==> config.mk <==
export PLATFORM = sky130hd
export DESIGN_NAME = iso_in_ep
export DESIGN_NICKNAME = d
export VERILOG_FILES = /design/src/rtl/iso_in_pkg.sv /design/src/rtl/iso_in_regs.sv /design/src/rtl/iso_in_pktq.sv /design/src/rtl/iso_in_txfsm.sv /design/src/rtl/iso_in_ep.sv
export SDC_FILE = /design/constraint.sdc
export NUM_CORES = 1
export LEC_CHECK = 0
export ABC_AREA = 1
export BUFFER_PORTS_ARGS = -buffer_cell sky130_fd_sc_hd__buf_2
export CORE_ASPECT_RATIO = 0.5
export CORE_MARGIN = 2
export CORE_UTILIZATION = 50
export DETAILED_ROUTE_END_ITERATION = 7
export PLACE_DENSITY_LB_ADDON = 0.2
export SKIP_CTS_REPAIR_TIMING = 1
export SLEW_MARGIN = 10
export SYNTH_ARGS = -nofsm -noshare
export SYNTH_HDL_FRONTEND = slang
export SYNTH_HIERARCHICAL = 1
export SYNTH_SLANG_ARGS = --single-unit
==> constraint.sdc <==
create_clock -name clk -period 5.41 [get_ports clk]
set_input_delay 0.541 -clock clk [delete_from_list [all_inputs] [get_ports clk]]
set_output_delay 0.541 -clock clk [all_outputs]
set_load 0.005 [all_outputs]
==> src/rtl/iso_in_pkg.sv <==
`timescale 1ns/1ps
package iso_in_pkg;

    localparam int REG_AW = 2;
    localparam int REG_DW = 16;

    localparam logic [REG_AW-1:0] A_CTRL = 2'd0;
    localparam logic [REG_AW-1:0] A_MAXP = 2'd1;
    localparam logic [REG_AW-1:0] A_FCFG = 2'd2;
    localparam logic [REG_AW-1:0] A_IE   = 2'd3;

    localparam int B_RDY     = 0;
    localparam int B_NE      = 1;
    localparam int B_URUN    = 2;
    localparam int B_DMAMODE = 10;
    localparam int B_FRCTOG  = 11;
    localparam int B_DMAEN   = 12;
    localparam int B_TXMODE  = 13;
    localparam int B_ISO     = 14;
    localparam int B_DBUF    = 4;
    localparam int B_IE      = 0;

    localparam int NSLOT = 2;
    localparam int CNT_W = $clog2(NSLOT + 1);

    typedef struct packed {
        logic iso;
        logic tx_mode;
        logic dma_en;
        logic frc_tog;
        logic dma_mode;
    } ep_ctrl_t;

    typedef struct packed {
        logic commit;
        logic clr_urun;
    } reg_cmd_t;

    typedef enum logic {
        TX_IDLE = 1'b0,
        TX_BUSY = 1'b1
    } tx_state_e;

    function automatic logic sent_irq_allowed(ep_ctrl_t c);
        return !(c.dma_en && c.dma_mode);
    endfunction

    function automatic logic [CNT_W-1:0] slot_depth(logic dbuf);
        return dbuf ? CNT_W'(NSLOT) : CNT_W'(1);
    endfunction

endpackage

==> src/rtl/iso_in_regs.sv <==
`timescale 1ns/1ps
module iso_in_regs
    import iso_in_pkg::*;
#(
    parameter int LEN_W = 11
) (
    input  logic              clk,
    input  logic              rst,
    input  logic              wr_en,
    input  logic [REG_AW-1:0] addr,
    input  logic [REG_DW-1:0] wdata,
    input  logic              urun_set,
    input  logic              pkt_full,
    input  logic              fifo_ne,
    output logic [REG_DW-1:0] rdata,
    output ep_ctrl_t          ctrl,
    output logic [LEN_W-1:0]  maxp,
    output logic              dbuf,
    output logic              ie,
    output logic              urun,
    output reg_cmd_t          cmd
);

    logic ctrl_wr;
    assign ctrl_wr = wr_en && (addr == A_CTRL);

    always_comb begin
        cmd.commit   = ctrl_wr && wdata[B_RDY];
        cmd.clr_urun = ctrl_wr && !wdata[B_URUN];
    end

    always_ff @(posedge clk) begin
        if (rst) begin
            ctrl <= '0;
            maxp <= '0;
            dbuf <= 1'b0;
            ie   <= 1'b0;
        end else if (wr_en) begin
            case (addr)
                A_CTRL: begin
                    ctrl.iso      <= wdata[B_ISO];
                    ctrl.tx_mode  <= wdata[B_TXMODE];
                    ctrl.dma_en   <= wdata[B_DMAEN];
                    ctrl.frc_tog  <= wdata[B_FRCTOG];
                    ctrl.dma_mode <= wdata[B_DMAMODE];
                end
                A_MAXP:  maxp <= wdata[LEN_W-1:0];
                A_FCFG:  dbuf <= wdata[B_DBUF];
                A_IE:    ie   <= wdata[B_IE];
                default: ;
            endcase
        end
    end

    always_ff @(posedge clk) begin
        if (rst) begin
            urun <= 1'b0;
        end else if (urun_set) begin
            urun <= 1'b1;
        end else if (cmd.clr_urun) begin
            urun <= 1'b0;
        end
    end

    always_comb begin
        rdata = '0;
        case (addr)
            A_CTRL: begin
                rdata[B_RDY]     = pkt_full;
                rdata[B_NE]      = fifo_ne;
                rdata[B_URUN]    = urun;
                rdata[B_DMAMODE] = ctrl.dma_mode;
                rdata[B_FRCTOG]  = ctrl.frc_tog;
                rdata[B_DMAEN]   = ctrl.dma_en;
                rdata[B_TXMODE]  = ctrl.tx_mode;
                rdata[B_ISO]     = ctrl.iso;
            end
            A_MAXP:  rdata[LEN_W-1:0] = maxp;
            A_FCFG:  rdata[B_DBUF]    = dbuf;
            A_IE:    rdata[B_IE]      = ie;
            default: rdata = '0;
        endcase
    end

endmodule

==> src/rtl/iso_in_pktq.sv <==
`timescale 1ns/1ps
module iso_in_pktq
    import iso_in_pkg::*;
#(
    parameter int LEN_W = 11
) (
    input  logic             clk,
    input  logic             rst,
    input  logic             dbuf,
    input  logic             push,
    input  logic [LEN_W-1:0] push_len,
    input  logic             pop,
    output logic [CNT_W-1:0] count,
    output logic [LEN_W-1:0] head_len,
    output logic             full,
    output logic             empty
);

    localparam int PTR_W = $clog2(NSLOT);

    logic [LEN_W-1:0] slot_len [NSLOT];
    logic [PTR_W-1:0] wr_ptr;
    logic [PTR_W-1:0] rd_ptr;
    logic             push_ok;
    logic             pop_ok;

    assign full    = (count >= slot_depth(dbuf));
    assign empty   = (count == '0);
    assign push_ok = push && !full;
    assign pop_ok  = pop && !empty;

    for (genvar g = 0; g < NSLOT; g++) begin : g_slot
        always_ff @(posedge clk) begin
            if (rst) begin
                slot_len[g] <= '0;
            end else if (push_ok && (wr_ptr == PTR_W'(g))) begin
                slot_len[g] <= push_len;
            end
        end
    end

    assign head_len = slot_len[rd_ptr];

    always_ff @(posedge clk) begin
        if (rst) begin
            wr_ptr <= '0;
            rd_ptr <= '0;
            count  <= '0;
        end else begin
            if (push_ok) begin
                wr_ptr <= (wr_ptr == PTR_W'(NSLOT - 1)) ? '0 : wr_ptr + 1'b1;
            end
            if (pop_ok) begin
                rd_ptr <= (rd_ptr == PTR_W'(NSLOT - 1)) ? '0 : rd_ptr + 1'b1;
            end
            case ({push_ok, pop_ok})
                2'b10:   count <= count + 1'b1;
                2'b01:   count <= count - 1'b1;
                default: count <= count;
            endcase
        end
    end

endmodule

==> src/rtl/iso_in_txfsm.sv <==
`timescale 1ns/1ps
module iso_in_txfsm
    import iso_in_pkg::*;
#(
    parameter int LEN_W = 11
) (
    input  logic             clk,
    input  logic             rst,
    input  logic             tok_in,
    input  logic             tx_done,
    input  logic             iso_on,
    input  logic             avail,
    input  logic [LEN_W-1:0] head_len,
    output logic             tx_go,
    output logic             tx_zlp,
    output logic [LEN_W-1:0] tx_len,
    output logic             pop,
    output logic             sent,
    output logic             urun_evt
);

    tx_state_e state;
    logic      serve;

    assign serve    = tok_in && (state == TX_IDLE) && iso_on;
    assign urun_evt = serve && !avail;
    assign pop      = (state == TX_BUSY) && tx_done;
    assign sent     = pop;

    always_ff @(posedge clk) begin
        if (rst) begin
            state  <= TX_IDLE;
            tx_go  <= 1'b0;
            tx_zlp <= 1'b0;
            tx_len <= '0;
        end else begin
            tx_go  <= serve && avail;
            tx_zlp <= urun_evt;
            if (serve) begin
                tx_len <= avail ? head_len : '0;
            end
            case (state)
                TX_IDLE: if (serve && avail) state <= TX_BUSY;
                TX_BUSY: if (tx_done)        state <= TX_IDLE;
                default:                     state <= TX_IDLE;
            endcase
        end
    end

endmodule

==> src/rtl/iso_in_ep.sv <==
`timescale 1ns/1ps
module iso_in_ep
    import iso_in_pkg::*;
#(
    parameter int LEN_W = 11
) (
    input  logic              clk,
    input  logic              rst,
    input  logic              reg_wr,
    input  logic [1:0]        reg_addr,
    input  logic [15:0]       reg_wdata,
    output logic [15:0]       reg_rdata,
    input  logic              ld_byte,
    input  logic              ld_commit,
    input  logic              tok_in,
    input  logic              tx_done,
    output logic              tx_go,
    output logic              tx_zlp,
    output logic [LEN_W-1:0]  tx_len,
    output logic              dma_req,
    output logic              irq
);

    ep_ctrl_t         ctrl;
    reg_cmd_t         cmd;
    logic [LEN_W-1:0] maxp;
    logic             dbuf;
    logic             ie;
    logic             urun;
    logic             urun_evt;
    logic             sent;
    logic             q_pop;
    logic             q_full;
    logic             q_empty;
    logic [CNT_W-1:0] q_count;
    logic [LEN_W-1:0] q_head_len;
    logic [LEN_W-1:0] fill_len;
    logic [LEN_W-1:0] byte_len;
    logic             ld_ok;
    logic             q_push;

    iso_in_regs #(.LEN_W(LEN_W)) u_regs (
        .clk      (clk),
        .rst      (rst),
        .wr_en    (reg_wr),
        .addr     (reg_addr),
        .wdata    (reg_wdata),
        .urun_set (urun_evt),
        .pkt_full (q_full),
        .fifo_ne  (!q_empty),
        .rdata    (reg_rdata),
        .ctrl     (ctrl),
        .maxp     (maxp),
        .dbuf     (dbuf),
        .ie       (ie),
        .urun     (urun),
        .cmd      (cmd)
    );

    // Byte counting for the packet being filled, saturated at the max size.
    assign ld_ok    = ctrl.tx_mode && !q_full;
    assign byte_len = (ld_byte && (fill_len < maxp)) ? fill_len + 1'b1 : fill_len;
    assign q_push   = ld_ok && (ld_commit || cmd.commit);

    always_ff @(posedge clk) begin
        if (rst) begin
            fill_len <= '0;
        end else if (q_push) begin
            fill_len <= '0;
        end else if (ld_ok) begin
            fill_len <= byte_len;
        end
    end

    iso_in_pktq #(.LEN_W(LEN_W)) u_q (
        .clk      (clk),
        .rst      (rst),
        .dbuf     (dbuf),
        .push     (q_push),
        .push_len (byte_len),
        .pop      (q_pop),
        .count    (q_count),
        .head_len (q_head_len),
        .full     (q_full),
        .empty    (q_empty)
    );

    iso_in_txfsm #(.LEN_W(LEN_W)) u_tx (
        .clk      (clk),
        .rst      (rst),
        .tok_in   (tok_in),
        .tx_done  (tx_done),
        .iso_on   (ctrl.iso),
        .avail    (!q_empty),
        .head_len (q_head_len),
        .tx_go    (tx_go),
        .tx_zlp   (tx_zlp),
        .tx_len   (tx_len),
        .pop      (q_pop),
        .sent     (sent),
        .urun_evt (urun_evt)
    );

    assign dma_req = ctrl.dma_en && ctrl.tx_mode && !q_full;

    always_ff @(posedge clk) begin
        if (rst) begin
            irq <= 1'b0;
        end else begin
            irq <= ie && (urun_evt || (sent && sent_irq_allowed(ctrl)));
        end
    end

endmodule

; Word level (Yosys, flattened, before mapping)
; Memory sizes are Yosys's and may differ from the RTL's. A register that Yosys moved wholly into a read port is not among the register bits.
; Cells that the tools add are included.
[classes]
n_lt_le_gt_ge = 2
n_eq_ne = 5
n_mux = 30
add_sub_neg = 5
bitwise_logic = 4
reduce_logical = 35
[ops]
columns = op, n
row1 = $mux 11, 4
row2 = $logic_and 1x1->1, 20
row3 = $mux 1, 17
row4 = $add 11x1->11 const B, 1
row5 = $lt 11x11->1, 1
row6 = $pmux 2 s2, 2
row7 = $reduce_and 2->1, 4
row8 = $eq 2x2->1 const B, 3
row9 = $pmux 1 s2, 3
row10 = $mux 5, 1
row11 = $eq 2x1->1 const B, 2
row12 = $logic_not 1->1, 4
row13 = $logic_not 2->1, 2
row14 = $mux 4, 1
row15 = $reduce_bool 2->1, 2
row16 = $pmux 1 s3, 1
row17 = $add 1x1->1 const B, 2
row18 = $add 2x1->2 const B, 1
row19 = $ge 2x2->1, 1
row20 = $logic_or 1x1->1, 2
row21 = $mux 2, 1
row22 = $not 1->1, 2
row23 = $or 1x1->1, 2
row24 = $reduce_or 2->1, 1
row25 = $sub 2x1->2 const B, 1
[totals]
out_inout_bits = 31
input_bits = 25
register_bits = 49
mem_count = 1
ram_bits = 22
word_cells = 100
[memory_table]
columns = memory, words, word_bits, read_ports, rd_ports_with_merged_regs, wr, line_no
row1 = u_q.slot_len, 2, 11, 1, 1, 2, iso_in_pktq.sv:21  ; logic [LEN_W-1:0] slot_len [NSLOT];

; Depth between registers and ports, before layout
[depth]
word_depth = 11
mapped_depth = 15
depth_no_buf = 15

; By module
; The synthesis kept the hierarchy.
[by_module_without_submodules]
columns = mod, area_per_inst_um2, seq_area_each_um2, cells_each, n_inst
row1 = iso_in_pktq, 1408.9, 760.7, 111, 1
row2 = iso_in_ep, 1242.4, 240.2, 214, 1
row3 = iso_in_regs, 919.6, 380.4, 135, 1
row4 = iso_in_txfsm, 624.3, 280.3, 89, 1

; Least setup slack after synthesis
; OpenSTA, ideal clock, no wires.
[synth_path]
path_type = reg-to-reg
startpoint = reg u_q.count[0]
endpoint = mem u_q.slot_len[0][0], enable pin
setup_ns = 0.345
setup_slack_ns = 3.075
arrival_time_ns = 1.990
period_less_slack_ns = 2.335
stages_incl_launch_ff = 13
n_path_buf = 1
t_required_ns = 5.065
cell_sequence = dfxtp_1 inv_1 ha_1 inv_1 nand2_1 nand2_4 nand2_1 nor2_2 o21ai_1 inv_1 nand4_4 buf_6 nand2_1
[synth_rtl]
columns = element, line_no
row1 = from (decl), iso_in_pktq.sv:13  ; output logic [CNT_W-1:0] count,
row2 = from (signal assigned), iso_in_pktq.sv:57  ; 2'b10: count <= count + 1'b1;
row3 = from (signal assigned), iso_in_pktq.sv:58  ; 2'b01: count <= count - 1'b1;
row4 = from (signal assigned), iso_in_pktq.sv:59  ; default: count <= count;
row5 = to (decl), iso_in_pktq.sv:21

==> impl_metrics.tcl <==
set metrics [dict create \
    fin_crit_sh 0.580 \
    clkPwrFrac 0.459 \
    crit_slowest_cell "nor2_2" \
    cp.arrival_ns 3.12 \
    outcome "finished, final reports clean" \
    cts_sinks 72 \
    hold_violations 0 \
    reg2regPathDepth 11 \
    nNetsFinal 634 \
    syn_area_um2 4190 \
    regArea_um2 1660 \
    relSlewSlack 0.519 \
    root_buffer "clkbuf_16" \
    netSwitchingFraction 0.258 \
    vias 3380 \
    ant_nets 0 \
    power_density_nw_per_um2 278 \
    io_buffers 53 \
    worstMarginPinSlew_ns 0.721 \
    cts_tree "done" \
    clk_pin_slew_worst_paths_ns 0.06 \
    critPathKind "reg -> reg" \
    grt-ovfl-total 0 \
    worst_hold_path_type "in -> reg" \
    dr.max_layer_used "met4" \
    clock_path_buffers 2 \
    wl_met1_um 4480 \
    diodes 0 \
    drtIter0Drc 201 \
    drv_cap 0 \
    p_int_uw 981 \
    whs_path_depth 3 \
    die_area_um2 9180 \
    rows 23 \
    fp.coreArea_um2 8060 \
    path_buf_inv 3 \
    syn_nets 592 \
    ioPinCount 56 \
    startpoint_type "register" \
    met2_length_um 3500 \
    hpwl_um 6050 \
    grt_pass1_wl_um 14500 \
    antenna_found_initial 0 \
    nFillCells 804 \
    dr_wl_met3_um 564 \
    vdd_ir_drop_max_mv 0.160 \
    die_y_um 68.7 \
    yosysWarnings 6 \
    avgSynthCellArea_um2 7.65 \
    area_delta_synth_final_pct 13.3 \
    power_switching_uw 341 \
    place.gp.congestion 0.812 \
    max_freq_ghz 0.318 \
    insertion_delay_ns 0.34 \
    final_core_util 0.589 \
    fin_crit_ns 3.14 \
    slew_viol_final 0 \
    wl_per_cell_um 12.2 \
    power.leakage_uw 0.00220 \
    totalWireLength_um 8640 \
    grt_max_degree 59 \
    drc 0 \
    required_ns 5.40 \
    numCtsBuffers 9 \
    die_w_um 133 \
    grt_pass1_vias 3110 \
    p_seq_frac 0.440 \
    cp_max_fo 15 \
    setup_tns_ns 0 \
    critPathMaxStageDelay_ns 0.52 \
    synthesis.instances 548 \
    routed_via_density 4.78 \
    multi_input_area_um2 1990 \
    endpoint_kind "register" \
    path_depth 11 \
    clock_skew_ns 0.00386 \
    start_util 0.520 \
    cp_top_family "simple AND/OR/NAND/NOR gates" \
    drive_gt1_frac 0.203 \
    grtUsageTotal 0.205 \
    setup_viol 0 \
    cts_htree_levels 3 \
    dr.pass1.iters 4 \
    rsz0062_at_grt "false" \
    crit_path_cell_trace "inv_1 > ha_1 > inv_1 > nand2_1 > nand2_4 > nand2_1 > nor2_2 > o21ai_1 > inv_1 > nand4_4 > nand2_1" \
    p_comb_frac 0.101 \
]
-- worst paths after layout --
kind | from | end | slack [ns]
min reg2reg | u_q/rd_ptr | u_q/rd_ptr | 0.46
min | reg_wdata[9] | u_regs/maxp[9] | 0.44
max reg2reg | u_q/count[0] | u_q/slot_len[1][10] | 2.27
max | u_q/count[0] | u_q/slot_len[1][10] | 2.27
-- worst register-to-register path, stage by stage (launching register included) --
cell and delay, ns:
dfxtp_1 0.41, inv_1 0.07, ha_1 0.27, inv_1 0.05, nand2_1 0.07, nand2_4 0.10
nand2_1 0.13, nor2_2 0.52, o21ai_1 0.14, inv_1 0.22, nand4_4 0.30, nand2_1 0.49
-- cells in the final DEF, fill, tap and decap left out, types with 12 or more instances in the layout --
cell	instances
ha_1	19
edfxtp_1	22
nor3_2	18
nand4_1	12
a21oi_1	35
nand3_1	33
dfxtp_1	50
nor2_1	29
nand2_1	157
buf_2	53
inv_1	94
-- per-layer routing --
| layer | up-vias | GRT usage |
|---|---|---|
| met4 | 0 | 0.0691 |
| met1 | 1479 | 0.267 |
| met2 | 78 | 0.332 |
| met3 | 8 | 0.0643 |
| met5 | - | 0 |
| li1 | 1815 | - |
-- sequential cells by signal, indices dropped and copies added, names as in the netlist, named ones only --
name,count
fill_len,11
irq,1
u_q/count,2
u_q/rd_ptr,1
u_q/slot_len,22
u_q/wr_ptr,1
u_regs/ctrl,5
u_regs/dbuf,1
u_regs/ie,1
u_regs/maxp,11
u_regs/urun,1
u_tx/state,1
u_tx/tx_go,1
u_tx/tx_len,11
u_tx/tx_zlp,1
-- through the flow --
step	area [µm²]	total power (µW)	instances	hold slack, ns	setup WS, ns
floorplan	4190	697	548	0.431	3.08
CTS	4750	1330	707	0.434	2.24
global placement	4440	723	691	0.445	2.27
detailed placement	4440	727	691	0.455	2.25
global route	4750	1370	707	0.434	2.05
finish	4750	1320	707	0.441	2.27
-- cell type report --
| class | instances | area share |
|---|---|---|
| well taps | 112 | 0.0295 |
| multi-input cells | 353 | 0.420 |
| clock buffers | 10 | 0.0503 |
| repair buffers | 54 | 0.0574 |
| clock inverters | 6 | 0.0142 |
| flip-flops and latches | 72 | 0.350 |
| inverters | 100 | 0.0790 |
-- power groups by stage --
stage	sequential [µW]	combinational [µW]	clock, µW
after floorplan	589	108	0
after global placement	592	131	0
after detailed placement	593	134	0
after CTS	581	134	618
after global routing	583	150	639
final	581	134	606
Note: power is estimated with default switching activity, not from simulation.
